File: config.mk
export PLATFORM = sky130hd
export DESIGN_NAME = i2cfe_regs
export DESIGN_NICKNAME = d
export VERILOG_FILES = /design/src/rtl/i2cfe_pkg.sv /design/src/rtl/i2cfe_fifo.sv /design/src/rtl/i2cfe_rst_seq.sv /design/src/rtl/i2cfe_regs.sv
export SDC_FILE = /design/constraint.sdc
export NUM_CORES = 1
export LEC_CHECK = 0
export BUFFER_PORTS_ARGS = -buffer_cell sky130_fd_sc_hd__buf_2
export CORE_UTILIZATION = 50
export CTS_CLUSTER_DIAMETER = 30
export CTS_CLUSTER_SIZE = 40
export DETAILED_ROUTE_END_ITERATION = 10
export GPL_ROUTABILITY_DRIVEN = 0
export HOLD_SLACK_MARGIN = 0.05
export PLACE_DENSITY_LB_ADDON = 0.05
export SLEW_MARGIN = 25
export SYNTH_ARGS = -nofsm -noshare
export SYNTH_HDL_FRONTEND = slang
export SYNTH_HIERARCHICAL = 1
export SYNTH_SLANG_ARGS = --single-unit
File: constraint.sdc
create_clock -name clk -period 7.5 [get_ports clk]
set_input_delay 1.125 -clock clk [delete_from_list [all_inputs] [get_ports clk]]
set_output_delay 1.125 -clock clk [all_outputs]
set_load 0.05 [all_outputs]
File: src/rtl/i2cfe_pkg.sv
package i2cfe_pkg;
  localparam logic [5:0] OFF_FIFO   = 6'h00;
  localparam logic [5:0] OFF_STAT   = 6'h04;
  localparam logic [5:0] OFF_CTRL   = 6'h08;
  localparam logic [5:0] OFF_DIVLO  = 6'h0C;
  localparam logic [5:0] OFF_DIVHI  = 6'h10;
  localparam logic [5:0] OFF_RXLVL  = 6'h18;
  localparam logic [5:0] OFF_TXLVL  = 6'h1C;
  localparam logic [5:0] OFF_RXCNT  = 6'h20;
  localparam logic [5:0] OFF_TXCNT  = 6'h24;
  localparam int SOFT_RST_BIT = 8;
endpackage

File: src/rtl/i2cfe_fifo.sv
module i2cfe_fifo #(
  parameter int W     = 8,
  parameter int DEPTH = 4,
  localparam int AW   = (DEPTH > 1) ? $clog2(DEPTH) : 1,
  localparam int LW   = $clog2(DEPTH + 1)
) (
  input  logic          clk,
  input  logic          rst,
  input  logic          flush,
  input  logic          push,
  input  logic [W-1:0]  din,
  input  logic          pop,
  output logic [W-1:0]  head,
  output logic [LW-1:0] level,
  output logic          full,
  output logic          empty
);
  logic [W-1:0]  mem [DEPTH];
  logic [AW-1:0] wp, rp;
  logic          do_push, do_pop;

  assign full    = (level == LW'(DEPTH));
  assign empty   = (level == '0);
  assign do_push = push && !full && !flush;
  assign do_pop  = pop && !empty && !flush;
  assign head    = empty ? '0 : mem[rp];

  always_ff @(posedge clk) begin
    if (do_push) mem[wp] <= din;
  end

  always_ff @(posedge clk) begin
    if (rst || flush) begin
      wp <= '0; rp <= '0; level <= '0;
    end else begin
      if (do_push) wp <= (wp == AW'(DEPTH-1)) ? '0 : wp + 1'b1;
      if (do_pop)  rp <= (rp == AW'(DEPTH-1)) ? '0 : rp + 1'b1;
      level <= level + LW'(do_push) - LW'(do_pop);
    end
  end

  AST_NO_OVERFLOW: assert property (@(posedge clk) disable iff (rst)
    level <= LW'(DEPTH));
  AST_FULL_DROP: assert property (@(posedge clk) disable iff (rst)
    (full && push && !pop && !flush) |=> (level == LW'(DEPTH)));
  AST_EMPTY_ZERO: assert property (@(posedge clk) disable iff (rst)
    empty |-> (head == '0));
endmodule

File: src/rtl/i2cfe_rst_seq.sv
module i2cfe_rst_seq #(
  parameter int RST_CYCLES = 4,
  localparam int CW = $clog2(RST_CYCLES + 1)
) (
  input  logic clk,
  input  logic rst,
  input  logic start,
  output logic busy
);
  logic [CW-1:0] cnt;
  assign busy = (cnt != '0);

  always_ff @(posedge clk) begin
    if (rst)                cnt <= '0;
    else if (start && !busy) cnt <= CW'(RST_CYCLES);
    else if (busy)          cnt <= cnt - 1'b1;
  end

  AST_RST_STARTS: assert property (@(posedge clk) disable iff (rst)
    (start && !busy) |=> busy);
endmodule

File: src/rtl/i2cfe_regs.sv
module i2cfe_regs
  import i2cfe_pkg::*;
#(
  parameter int DEPTH      = 4,
  parameter int TXW        = 10,
  parameter int RXW        = 8,
  parameter int DIV_W      = 10,
  parameter int CNT_W      = 16,
  parameter int RST_CYCLES = 4,
  parameter logic [DIV_W-1:0] DIV_INIT = '1,
  localparam int LW        = $clog2(DEPTH + 1)
) (
  input  logic             clk,
  input  logic             rst,
  input  logic [5:0]       addr,
  input  logic             wr_en,
  input  logic             rd_en,
  input  logic [31:0]      wdata,
  output logic [31:0]      rdata,
  output logic             irq,
  output logic [TXW-1:0]   tx_cmd,
  output logic             tx_avail,
  input  logic             tx_pop,
  input  logic [RXW-1:0]   rx_byte,
  input  logic             rx_push,
  input  logic             done_set,
  input  logic             arb_set,
  input  logic             eng_nack,
  input  logic             eng_drq,
  input  logic             eng_sdrq,
  input  logic             eng_active,
  input  logic             scl_in,
  input  logic             sda_in,
  output logic             eng_abort,
  output logic [DIV_W-1:0] div_lo,
  output logic [DIV_W-1:0] div_hi
);
  logic [7:0]     ien;
  logic           done_f, arb_f;
  logic           busy;
  logic [LW-1:0]  tx_lvl, rx_lvl;
  logic           tx_full, tx_empty, rx_full, rx_empty;
  logic [RXW-1:0] rx_head;
  logic [CNT_W-1:0] rx_cnt, tx_cnt;
  logic           wr_fifo, rd_fifo, wr_stat, wr_ctrl;
  logic [7:0]     cond;
  logic [31:0]    stat_w, rd_mux;

  assign wr_fifo = wr_en && addr == OFF_FIFO;
  assign rd_fifo = rd_en && addr == OFF_FIFO;
  assign wr_stat = wr_en && addr == OFF_STAT;
  assign wr_ctrl = wr_en && addr == OFF_CTRL;
  assign eng_abort = busy;
  assign tx_avail  = !tx_empty;

  i2cfe_fifo #(.W(TXW), .DEPTH(DEPTH)) u_txq (
    .clk(clk), .rst(rst), .flush(busy), .push(wr_fifo), .din(wdata[TXW-1:0]),
    .pop(tx_pop), .head(tx_cmd), .level(tx_lvl), .full(tx_full), .empty(tx_empty));

  i2cfe_fifo #(.W(RXW), .DEPTH(DEPTH)) u_rxq (
    .clk(clk), .rst(rst), .flush(busy), .push(rx_push), .din(rx_byte),
    .pop(rd_fifo), .head(rx_head), .level(rx_lvl), .full(rx_full), .empty(rx_empty));

  i2cfe_rst_seq #(.RST_CYCLES(RST_CYCLES)) u_srst (
    .clk(clk), .rst(rst), .start(wr_ctrl && wdata[SOFT_RST_BIT]), .busy(busy));

  always_ff @(posedge clk) begin
    if (rst) begin
      ien <= '0; done_f <= 1'b0; arb_f <= 1'b0;
      div_lo <= DIV_INIT; div_hi <= DIV_INIT;
    end else begin
      if (wr_ctrl) ien <= wdata[7:0];
      if (wr_en && addr == OFF_DIVLO) div_lo <= wdata[DIV_W-1:0];
      if (wr_en && addr == OFF_DIVHI) div_hi <= wdata[DIV_W-1:0];
      if (done_set)                  done_f <= 1'b1;
      else if (wr_stat && wdata[0])  done_f <= 1'b0;
      if (arb_set)                   arb_f <= 1'b1;
      else if (wr_stat && wdata[1])  arb_f <= 1'b0;
    end
  end

  always_ff @(posedge clk) begin
    if (rst || busy) begin
      rx_cnt <= '0; tx_cnt <= '0;
    end else begin
      if (rx_push && !rx_full)  rx_cnt <= rx_cnt + 1'b1;
      if (tx_pop && !tx_empty)  tx_cnt <= tx_cnt + 1'b1;
    end
  end

  assign cond   = {tx_full, !rx_empty, rx_full, eng_sdrq, eng_drq, eng_nack, arb_f, done_f};
  assign stat_w = {20'b0, tx_empty, tx_full, rx_empty, rx_full, sda_in, scl_in,
                   eng_active, 1'b0, eng_drq, eng_nack, arb_f, done_f};

  always_comb begin
    rd_mux = '0;
    case (addr)
      OFF_FIFO:  rd_mux = 32'(rx_head);
      OFF_STAT:  rd_mux = stat_w;
      OFF_CTRL:  rd_mux = {23'b0, busy, ien};
      OFF_DIVLO: rd_mux = 32'(div_lo);
      OFF_DIVHI: rd_mux = 32'(div_hi);
      OFF_RXLVL: rd_mux = 32'(rx_lvl);
      OFF_TXLVL: rd_mux = 32'(tx_lvl);
      OFF_RXCNT: rd_mux = 32'(rx_cnt);
      OFF_TXCNT: rd_mux = 32'(tx_cnt);
      default:   rd_mux = '0;
    endcase
  end

  always_ff @(posedge clk) begin
    if (rst) begin
      rdata <= '0; irq <= 1'b0;
    end else begin
      if (rd_en) rdata <= rd_mux;
      irq <= |(ien & cond);
    end
  end

  AST_IRQ_MASKED: assert property (@(posedge clk) disable iff (rst)
    (ien == 8'h00) |=> !irq);
  AST_DONE_W1C: assert property (@(posedge clk) disable iff (rst)
    (wr_stat && wdata[0] && !done_set) |=> !done_f);
  AST_ARB_HOLD: assert property (@(posedge clk) disable iff (rst)
    (arb_f && !(wr_stat && wdata[1])) |=> arb_f);
  AST_RST_FLUSH: assert property (@(posedge clk) disable iff (rst)
    busy |=> (tx_lvl == '0 && rx_lvl == '0 && rx_cnt == '0));
endmodule

After elaboration in Yosys (flattened, before gate mapping)

Memories as Yosys holds them, arrays and structs flattened. A register that Yosys moved wholly into a read port is not among the register bits.
Index checks and enable logic that the tools add are counted.

Add/sub/neg operators: 11
Reduce and logical (&&, ||, !) cells: 33
Muxes and demuxes: 21
Bitwise gates (word level): 1
Eq/ne operators: 14

Operators with widths:

| kind                  | count |
|---|---|
| $pmux 16 s9           | 1 |
| $add 16x1->16 const B | 2 |
| $eq 6x5->1 const B    | 3 |
| $logic_and 1x1->1     | 18 |
| $mux 2                | 8 |
| $eq 6x4->1 const B    | 2 |
| $eq 6x6->1 const B    | 2 |
| $mux 10               | 1 |
| $add 2x1->2 const B   | 4 |
| $and 8x8->8           | 1 |
| $eq 2x2->1 const B    | 4 |
| $mux 1                | 8 |
| $mux 8                | 1 |
| $reduce_or 8->1       | 1 |
| $add 3x1->3           | 2 |
| $eq 3x3->1 const B    | 2 |
| $eq 6x3->1 const B    | 1 |
| $logic_not 3->1       | 2 |
| $logic_not 6->1       | 1 |
| $mux 3                | 2 |
| $reduce_bool 2->1     | 3 |
| $sub 3x1->3           | 2 |
| $logic_not 1->1       | 5 |
| $reduce_bool 3->1     | 1 |
| other kinds (3)       | 3 |

Bits in writable memories: 72
Output and inout port bits: 65
Register bits: 112
Memories kept: 2

Memories:

| memory    | words | bits a word | rd ports | clocked after Yosys merged registers in | write ports | RTL line         | text |
|---|---|---|---|---|---|---|---|
| u_txq.mem | 4     | 10          | 1        | 1                                       | 1           | i2cfe_fifo.sv:18 | `logic [W-1:0] mem [DEPTH];` |
| u_rxq.mem | 4     | 8           | 1        | 1                                       | 1           | i2cfe_fifo.sv:18 |  |

Longest topological paths before layout

Gate-level depths: netlist of the first run.

Depth after elaboration: 6
Depth in mapped cells: 14

Cells and area by module

The synthesis of the first run kept the hierarchy.

Modules (own cells, without submodules):

| module              | times used | sequential area each (µm²) | cells an instance | area an instance (µm²) |
|---|---|---|---|---|
| i2cfe_regs          | 1          | 1581.5                     | 478               | 4088.9 |
| i2cfe_fifo at u_txq | 1          | 1381.3                     | 114               | 2015.7 |
| i2cfe_fifo at u_rxq | 1          | 1141.1                     | 101               | 1700.4 |
| i2cfe_rst_seq       | 1          | 60.1                       | 17                | 167.7 |

Worst setup path after synthesis of the first run

Ideal clock, no wire load.

Kind: in2reg
Start: input port addr[0]
End: register u_txq.level[2]
Stages on the path: 13
Data arrival time: 3653 ps
Slack: 3732 ps
Required time: 7385 ps
Library setup time: 115 ps
Path buffers: 1
Path through: buf_2 nor4_2 and3_1 nor3b_4 inv_1 ha_1 inv_1 ha_1 inv_1 fa_1 xnor2_1 xnor2_1 and2_1

Cells in the longest elaborated chain, start to end: 6

Ends and longest elaborated chain:

| element                        | RTL line         | text |
|---|---|---|
| start, declared                | i2cfe_regs.sv:15 | `input logic [5:0] addr,` |
| $logic_not 6->1                | i2cfe_regs.sv:49 | `assign wr_fifo = wr_en && addr == OFF_FIFO;` |
| $logic_and 1x1->1              | i2cfe_regs.sv:49 |  |
| net wr_fifo                    | i2cfe_regs.sv:45 | `logic wr_fifo, rd_fifo, wr_stat, wr_ctrl;` |
| $logic_and 1x1->1 (2 in a row) | i2cfe_fifo.sv:24 | `assign do_push = push && !full && !flush;` |
| $add 3x1->3                    | i2cfe_fifo.sv:38 | `level <= level + LW'(do_push) - LW'(do_pop);` |
| $sub 3x1->3                    | i2cfe_fifo.sv:38 |  |
| end signal, assigned           | i2cfe_fifo.sv:38 |  |
| end, declared                  | i2cfe_fifo.sv:14 | `output logic [LW-1:0] level,` |

The timed path passes the listed nets, and every way through them passes these cells.
A chain may end at the register's enable or synchronous reset.

Worst setup path after layout of the first run

Start: input port addr[3]
End: register u_txq.level[2]

The elaborated chain is that of the path after synthesis.

==> results of run 1 <==
==> cell usage in the layout, fill, tap and decap left out, types with 3 or more instances in the layout <==
master     netlist  final
nand2b_1         5      5
conb_1           1     16
nor2_1          51     51
a221oi_1        10     10
or3_1            8      8
mux4_2          23     23
nand2_1         70     70
clkinv_1         0      4
o21ai_0         17     17
inv_1           25     25
o211ai_1         6      6
nor2b_1         22     22
and2_1          15     15
a211oi_1         4      4
edfxtp_1        72     72
xor2_1          11     11
o32ai_1          3      3
mux2_2           4      4
nand3_1         35     35
ha_1            18     18
nor3_2           2      3
a21oi_1         19     19
xnor2_1         17     17
clkbuf_16        0     17
buf_4           18      3
clkbuf_1        15      3
nor4_1           4      4
dfxtp_1        100    100
and3_1          14     14
mux2i_1         25     25
nand4_1         13     13
buf_2            9     86
nor3_1          19     18
==> path summary, 6_finish.rpt <==
kind	startpoint	endpoint	slack, ns
max	addr[3]	u_txq/level[2]	3.62
min	rdata[9]	rdata[9]	0.47
max reg2reg	u_srst/cnt[0]	u_txq/level[2]	4.66
min reg2reg	rdata[9]	rdata[9]	0.47
==> Yosys cell counts, drive strengths merged (6+ instances only) <==
cell type  count  share of area [%]
o21ai         17                1.1
xor2          11                1.2
mux2i         25                3.1
edfxtp        72                 27
nand2         70                3.3
nand4         13                1.0
nor2b         24                2.1
nor2          51                2.4
nand2b         6               0.56
dfxtp        100                 25
buf           32                3.0
nor3          23                1.9
and3          14                1.1
nand3         35                2.2
or3            8               0.63
and2          16                1.3
mux4          23                6.5
inv           25                1.2
xnor2         17                1.9
ha            18                2.8
a21oi         20                1.3
o211ai         6               0.56
a221oi        10                1.1
clkbuf        18               0.89
==> kinds of logic after synthesis <==
family | count (synthesis) | synth area share [%]
adders and majority gates | 20 | 3.327
and+or+nand+nor | 286 | 19.66
other | 1 | 0.04704
xor gates and xnor gates | 28 | 3.076
muxes | 52 | 10.20
buffers and inverters | 75 | 5.037
DFF | 172 | 52.23
AOI/OAI and AO/OA | 76 | 6.419
==> power by group <==
| part | leakage [nW] | switching [mW] | internal [mW] | total (mW) |
|---|---|---|---|---|
| combinational | 1.57 | 0.213 | 0.0952 | 0.308 |
| sequential | 1.46 | 0.0202 | 1.01 | 1.03 |
| clock | 0.251 | 0.355 | 0.453 | 0.808 |
==> per-layer routing <==
metal,vias to the layer above,wire (um)
met4,2,448
met1,2761,8719
met2,223,8834
li1,2686,-
met3,26,1126
met5,-,13
==> critical path, stage by stage <==
cell and delay, ns:
buf_2 0.33, nor2_1 0.63, and3_1 0.26, nor3b_4 0.38
inv_1 0.08, ha_1 0.29, inv_1 0.06, ha_1 0.14
inv_1 0.05, fa_1 0.37, xnor2_1 0.16, xnor2_1 0.14
and2_1 0.16
==> state kept, by name (all words and copies together) (netlist names), 8 cells and up, named ones only <==
signal	count
u_txq/mem	40
u_rxq/mem	32
rdata	16
rx_cnt	16
tx_cnt	16
div_hi	10
div_lo	10
ien	8
==> layout make-up <==
| class | instances | share of cell area [%] |
|---|---|---|
| Clock buffer | 20 | 4.861 |
| Timing Repair Buffer | 89 | 5.042 |
| Multi-Input combinational cell | 478 | 38.68 |
| Clock inverter | 12 | 1.073 |
| Sequential cell | 172 | 46.36 |
| Tap cell | 211 | 2.939 |
| Inverter | 25 | 1.045 |
==> per-stage QoR <==
step | power [mW] | instances | utilization (%) | instance area, sq um | hold WS [ns]
floorplan | 1.278 | 725 | - | 8029 | 0.4331
global placement | 1.347 | 975 | 54.93 | 8443 | 0.4392
detailed placement | 1.362 | 975 | 54.93 | 8443 | 0.4525
CTS | 2.165 | 1007 | 58.40 | 8976 | 0.4688
global route | 2.233 | 1007 | 58.44 | 8982 | 0.4922
finish | 2.148 | 1007 | 58.44 | 8982 | 0.4655
==> flow_metrics.tcl, run 1 <==
set metrics [dict create \
    status "finished, final reports clean" \
    die_area_sq_um 16450 \
    coreArea_sq_um 15370 \
    ctsHtreeMaxLevel 4 \
    synthDistinctLibCells 65 \
    end_kind "register" \
    ir_drop_uv 170.7 \
    busiest_layer "met2" \
    cp_data_required_time_ns 7.82 \
    syn2layout_area_growth_pct 12.66 \
    drive_gt1_share_pct 20.48 \
    vias 5698 \
    min_period_ns 3.879 \
    gr-usage-met2_pct 37.65 \
    fmax_mhz 257.8 \
    post-place-ws_ns 3.232 \
    ys_ff_latch 172 \
    max_cap_violations 0 \
    async_reset_ff_share_pct 0 \
    slew_headroom_pct 32.95 \
    cts_buffers 17 \
    cts_hold_buffers 0 \
    portBuffers 86 \
    antenna_found_initial 1 \
    drt-pass1-iter-count 5 \
    num-fill-cells 1336 \
    clockBufferDepth 2 \
    use_met1_pct 33.91 \
    overflow 0 \
    routed_wl_um 19140 \
    hold_class "register to register" \
    ys_warn_count 6 \
    regArea_sq_um 4164 \
    clk_pin_slew_worst_paths_ns 0.06 \
    grt_use_met3_pct 4.674 \
    hpwl_um 13900 \
    antenna_left 0 \
    cts-root-buf "clkbuf_16" \
    die_x_um 128.3 \
    synth_edf_count 72 \
    hold_viol 0 \
    cp-start-kind "input pin" \
    fin_ws_ns 3.621 \
    syn_inst 710 \
    grt_pass1_wl_um 29560 \
    finalSetupViolCount 0 \
    synth_ff_type "dfxtp_1" \
    finalSetupTns_ns 0 \
    min_path_cells 2 \
    num_rows 45 \
    arrival_ns 4.20 \
    leakage_nw 3.283 \
    drv_slew 0 \
    ios 125 \
    track_usage_pct 24.49 \
    cts_tree "built" \
    rsz0062_at_grt "no" \
    drt_iter0_drc 470 \
    tightest_slew_ns 1.004 \
    multi_input_area_sq_um 3475 \
    syn_area_sq_um 7973 \
    path_class "input pin to register" \
    via_per_inst 5.658 \
    wl_per_cell_um 19.01 \
    syn_area_per_cell_sq_um 11.23 \
    grt_pass1_vias 5306 \
    ys_seq_area_share_pct 52.23 \
    reg2reg_depth 13 \
    nets 863 \
    grt_max_degree 34 \
    die_y_um 128.3 \
    route.detailed.drc 0 \
    initial_core_util_pct 51.87 \
    fin_skew_ns 0.007142 \
    worstSkewPairLatency_ns 0.42 \
    antenna_cells 0 \
    crit_path_max_fanout 31 \
    clock-sinks 172 \
    p_per_area_nw_per_um2 239.2 \
    cts_resized 0 \
    period_share_pct 51.72 \
    postCtsSetupRepairBufs 0 \
]
No activity file was read; power rests on OpenSTA's default activity.
==> run 2: changes to the inputs <==
==> constraint.sdc (replaced) <==
create_clock -name clk -period 3.12 [get_ports clk]
set_input_delay 0.468 -clock clk [delete_from_list [all_inputs] [get_ports clk]]
set_output_delay 0.468 -clock clk [all_outputs]
set_load 0.05 [all_outputs]
==> flow_metrics.tcl, run 2 (same netlist as run 1, synthesis figures left out) <==
set metrics [dict create \
    arrival_ns 2.99 \
    route.detailed.drc 0 \
    antenna_found_initial 1 \
    coreArea_sq_um 15370 \
    top_register "u_txq/mem" \
    post-route-util_pct 60.14 \
    vias 5806 \
    die_area_sq_um 16450 \
    status "finished, final reports clean" \
    slew_headroom_pct 52.89 \
    antenna_cells 0 \
    initial_core_util_pct 51.87 \
    fmax_mhz 374.8 \
    drt-pass1-iter-count 5 \
    mostFrequentLayoutCells "100 x dfxtp_1, 86 x buf_2, 72 x edfxtp_1" \
    nets 885 \
    ctsHtreeMaxLevel 4 \
    ir_drop_uv 395.4 \
    drt_iter0_drc 431 \
    wl_per_cell_um 19.01 \
    track_usage_pct 24.88 \
    cts_resized 0 \
    reg_top3 "u_txq/mem x40, u_rxq/mem x32" \
    final_area_sq_um 9244 \
    die_x_um 128.3 \
    placed_cell_area_sq_um 8608 \
    syn2layout_area_growth_pct 15.94 \
    cts-root-buf "clkbuf_16" \
    crit_path_max_fanout 7 \
    cp-start-kind "register" \
    end_kind "register" \
    largest_reg_flops 40 \
    finalSetupTns_ns 0 \
    hpwl_um 14640 \
    routed_wl_um 19570 \
    hold_class "input pin to register" \
    p_per_area_nw_per_um2 598.7 \
    final_common_cell "dfxtp_1" \
    rsz0062_at_grt "no" \
    min_period_ns 2.668 \
    fin_skew_ns 0.007106 \
    cts_hold_buffers 0 \
    postCtsSetupRepairBufs 0 \
    drv_slew 0 \
    max_cap_violations 0 \
    num_rows 45 \
    cp_data_required_time_ns 3.44 \
    worstSkewPairLatency_ns 0.43 \
    whs_ns 0.2490 \
    ios 125 \
    clock-sinks 172 \
    dp_cells 997 \
    grt_pass1_vias 5381 \
    path_class "register to register" \
    cts_tree "built" \
    grt_pass1_wl_um 29950 \
    tightest_slew_ns 0.7057 \
    grt_max_degree 34 \
    drive_gt1_share_pct 23.23 \
    clk_pin_slew_worst_paths_ns 0.06 \
    hold_viol 0 \
    overflow 0 \
    via_per_inst 5.642 \
    antenna_left 0 \
    post-place-ws_ns 0.01132 \
    die_y_um 128.3 \
    power.total_mw 5.535 \
    fin_ws_ns 0.4516 \
    portBuffers 86 \
    instances_no_fill 1029 \
    clockBufferDepth 2 \
    cts_buffers 17 \
    finalSetupViolCount 0 \
    period_share_pct 85.53 \
    leakage_nw 3.444 \
]
## run 2: changes by cell type in the layout (fill, tap and decap cells not counted), sizes merged
| cell | delta |
|---|---|
| bufinv | +3 |
| clkinvlp | -1 |
| clkinv | -3 |
| inv | +3 |
| buf | +22 |
| clkbuf | -2 |
## run 2: worst paths after layout
check / to / cells after the start / start / slack [ns]
worst max-delay path: u_rxq/level[2] / 13 / u_srst/cnt[0] / 0.45
worst min register to register: rdata[7] / 2 / rdata[7] / 0.46
worst min-delay path: u_rxq/mem[1][2] / 1 / rx_byte[2] / 0.25
worst max register to register: u_rxq/level[2] / 13 / u_srst/cnt[0] / 0.45
## run 2: routing by layer
metal	wire, um	vias to the layer above	GRT usage [%]
met5	10	-	0
met3	1111	35	4.674
li1	-	2731	-
met2	9068	196	38.82
met4	474	2	10.45
met1	8900	2842	34.01
## run 2: worst max-delay path, stage by stage (launching register included)
cell and delay (ns):
dfxtp_1 0.30, inv_1 0.11, ha_1 0.25, nand2b_4 0.14, nor3b_4 0.35, inv_1 0.08, ha_1 0.29, inv_1 0.05
ha_1 0.13, inv_1 0.05, fa_1 0.37, xnor2_1 0.15, xnor2_1 0.13, and2_1 0.16
## run 2: report_power, final
group,switching (mW),leakage [nW],total (mW),internal [mW]
Sequential,0.0477,1.46,2.48,2.43
Clock,0.915,0.305,2.27,1.36
Combinational,0.521,1.68,0.780,0.259
## run 2: area by class of cell
type	instances	area [sq um]
clock buffers	18	429.2
clock inverters	14	206.4
fillers	1302	6127
inverters	25	93.84
multi-input cells	478	3468
flip-flops and latches	172	4164
well taps	211	264.0
repair buffers	111	618.1
==> run 3: changes to the inputs <==
--- a/config.mk
+++ b/config.mk
@@ -12,7 +12,7 @@
 export DETAILED_ROUTE_END_ITERATION = 10
 export GPL_ROUTABILITY_DRIVEN = 0
 export HOLD_SLACK_MARGIN = 0.05
-export PLACE_DENSITY_LB_ADDON = 0.05
+export PLACE_DENSITY = 0.75
 export SLEW_MARGIN = 25
 export SYNTH_ARGS = -nofsm -noshare
 export SYNTH_HDL_FRONTEND = slang
==> flow_metrics.tcl, run 3 (same netlist as run 1, synthesis figures left out) <==
set metrics [dict create \
    die_area_sq_um 16450 \
    cp_data_required_time_ns 3.45 \
    grt_pass1_wl_um 30570 \
    final_common_cell "dfxtp_1" \
    leakage_nw 3.404 \
    antenna_left 0 \
    critPathMaxStageDelay_ns 0.40 \
    top_register "u_txq/mem" \
    arrival_ns 3.17 \
    drt-pass1-iter-count 5 \
    cp-start-kind "register" \
    num_rows 45 \
    grt_max_degree 34 \
    wl_per_cell_um 19.16 \
    fmax_mhz 351.8 \
    clockBufferDepth 2 \
    clk_pin_slew_worst_paths_ns 0.07 \
    path_cells "inv_1 -> ha_1 -> nand2b_4 -> nor3b_4 -> inv_1 -> ha_1 -> inv_1 -> ha_1 -> inv_1 -> fa_1 -> xnor2_1 -> xnor2_1 -> and2_1" \
    antenna_found_initial 3 \
    route.detailed.drc 0 \
    gr-usage-met2_pct 39.05 \
    slew_headroom_pct 33.07 \
    ctsHtreeMaxLevel 4 \
    busiest_layer "met2" \
    portBuffers 86 \
    min_period_ns 2.842 \
    via_per_inst 5.810 \
    cts_tree "built" \
    crit_slowest_cell "nor3b_4" \
    use_met1_pct 32.28 \
    path_class "register to register" \
    initial_core_util_pct 51.87 \
    hold_class "input pin to register" \
    cts_resized 0 \
    finalSetupViolCount 0 \
    clock-sinks 172 \
    reg_top3 "u_txq/mem x40, u_rxq/mem x32" \
    die_y_um 128.3 \
    cts_buffers 17 \
    overflow 0 \
    fin_skew_ns 0.007217 \
    track_usage_pct 24.96 \
    max_cap_violations 0 \
    routed_wl_um 19640 \
    nets 879 \
    p_per_area_nw_per_um2 590.0 \
    num-fill-cells 1212 \
    worstSkewPairLatency_ns 0.44 \
    hpwl_um 14370 \
    rsz0062_at_grt "no" \
    drt_iter0_drc 573 \
    crit_path_max_fanout 15 \
    cts-root-buf "clkbuf_16" \
    ios 125 \
    postCtsSetupRepairBufs 0 \
    period_share_pct 91.10 \
    mostFrequentLayoutCells "100 x dfxtp_1, 86 x buf_2, 72 x edfxtp_1" \
    coreArea_sq_um 15370 \
    finalSetupTns_ns 0 \
    largest_reg_flops 40 \
    multi_input_area_sq_um 3468 \
    status "finished, final reports clean" \
    tightest_slew_ns 0.9900 \
    die_x_um 128.3 \
    end_kind "register" \
    drv_slew 0 \
    cts_hold_buffers 0 \
    ir_drop_uv 349.1 \
    regArea_sq_um 4164 \
    grt_pass1_vias 5742 \
    syn2layout_area_growth_pct 15.07 \
    hold_viol 0 \
    drive_gt1_share_pct 22.54 \
    vias 5955 \
    post-route-util_pct 59.68 \
    cp_common_cell "inv_1" \
    grt_use_met3_pct 6.135 \
]
-- run 3: area by class of cell --
cell class	instances	share of cell area (%)
Multi-Input combinational cell	478	37.81
Inverter	25	1.023
Timing Repair Buffer	105	6.247
Antenna cell	2	0.05456
Clock inverter	12	1.609
Tap cell	211	2.878
Sequential cell	172	45.39
Clock buffer	20	4.992
-- run 3: path summary, 6_finish.rpt --
check / from / endpoint / slack [ns] / depth (start not counted)
worst max-delay path: u_srst/cnt[0] / u_rxq/level[2] / 0.28 / 13
worst min-delay path: rx_byte[0] / u_rxq/mem[1][0] / 0.24 / 1
worst max register to register: u_srst/cnt[0] / u_rxq/level[2] / 0.28 / 13
worst min register to register: rdata[11] / rdata[11] / 0.45 / 2
-- run 3: layer usage --
layer	up-vias	wire length, um
met2	301	9154
met5	-	0
met1	2888	8121
met4	0	556
met3	49	1805
li1	2717	-
-- run 3: report_power, final --
part / internal (mW) / switching, mW
Combinational: 0.246 / 0.511
Sequential: 2.43 / 0.0500
Clock: 1.25 / 0.926
-- run 3: worst max-delay path, delay by kind of cell (launching register included) --
family | cells | cell delay (ns)
buffers and inverters | 4 | 0.32
AND/OR/NAND/NOR | 3 | 0.74
XOR/XNOR | 2 | 0.28
flip-flops | 1 | 0.30
adder cells (fa/ha/maj) | 4 | 1.09
-- run 3: stage by stage --
stage	setup WS, ns	instances	cell area [sq um]	power (mW)	hold WS, ns
after global placement	0.1378	991	8563	3.236	0.4406
final	0.2777	1025	9174	5.413	0.2390
after detailed placement	0.009565	991	8563	3.281	0.4529
after CTS	0.2951	1023	9169	5.418	0.2323
after floorplan	0.008753	725	8029	3.072	0.4331
after global routing	0.1397	1024	9171	5.584	0.2342
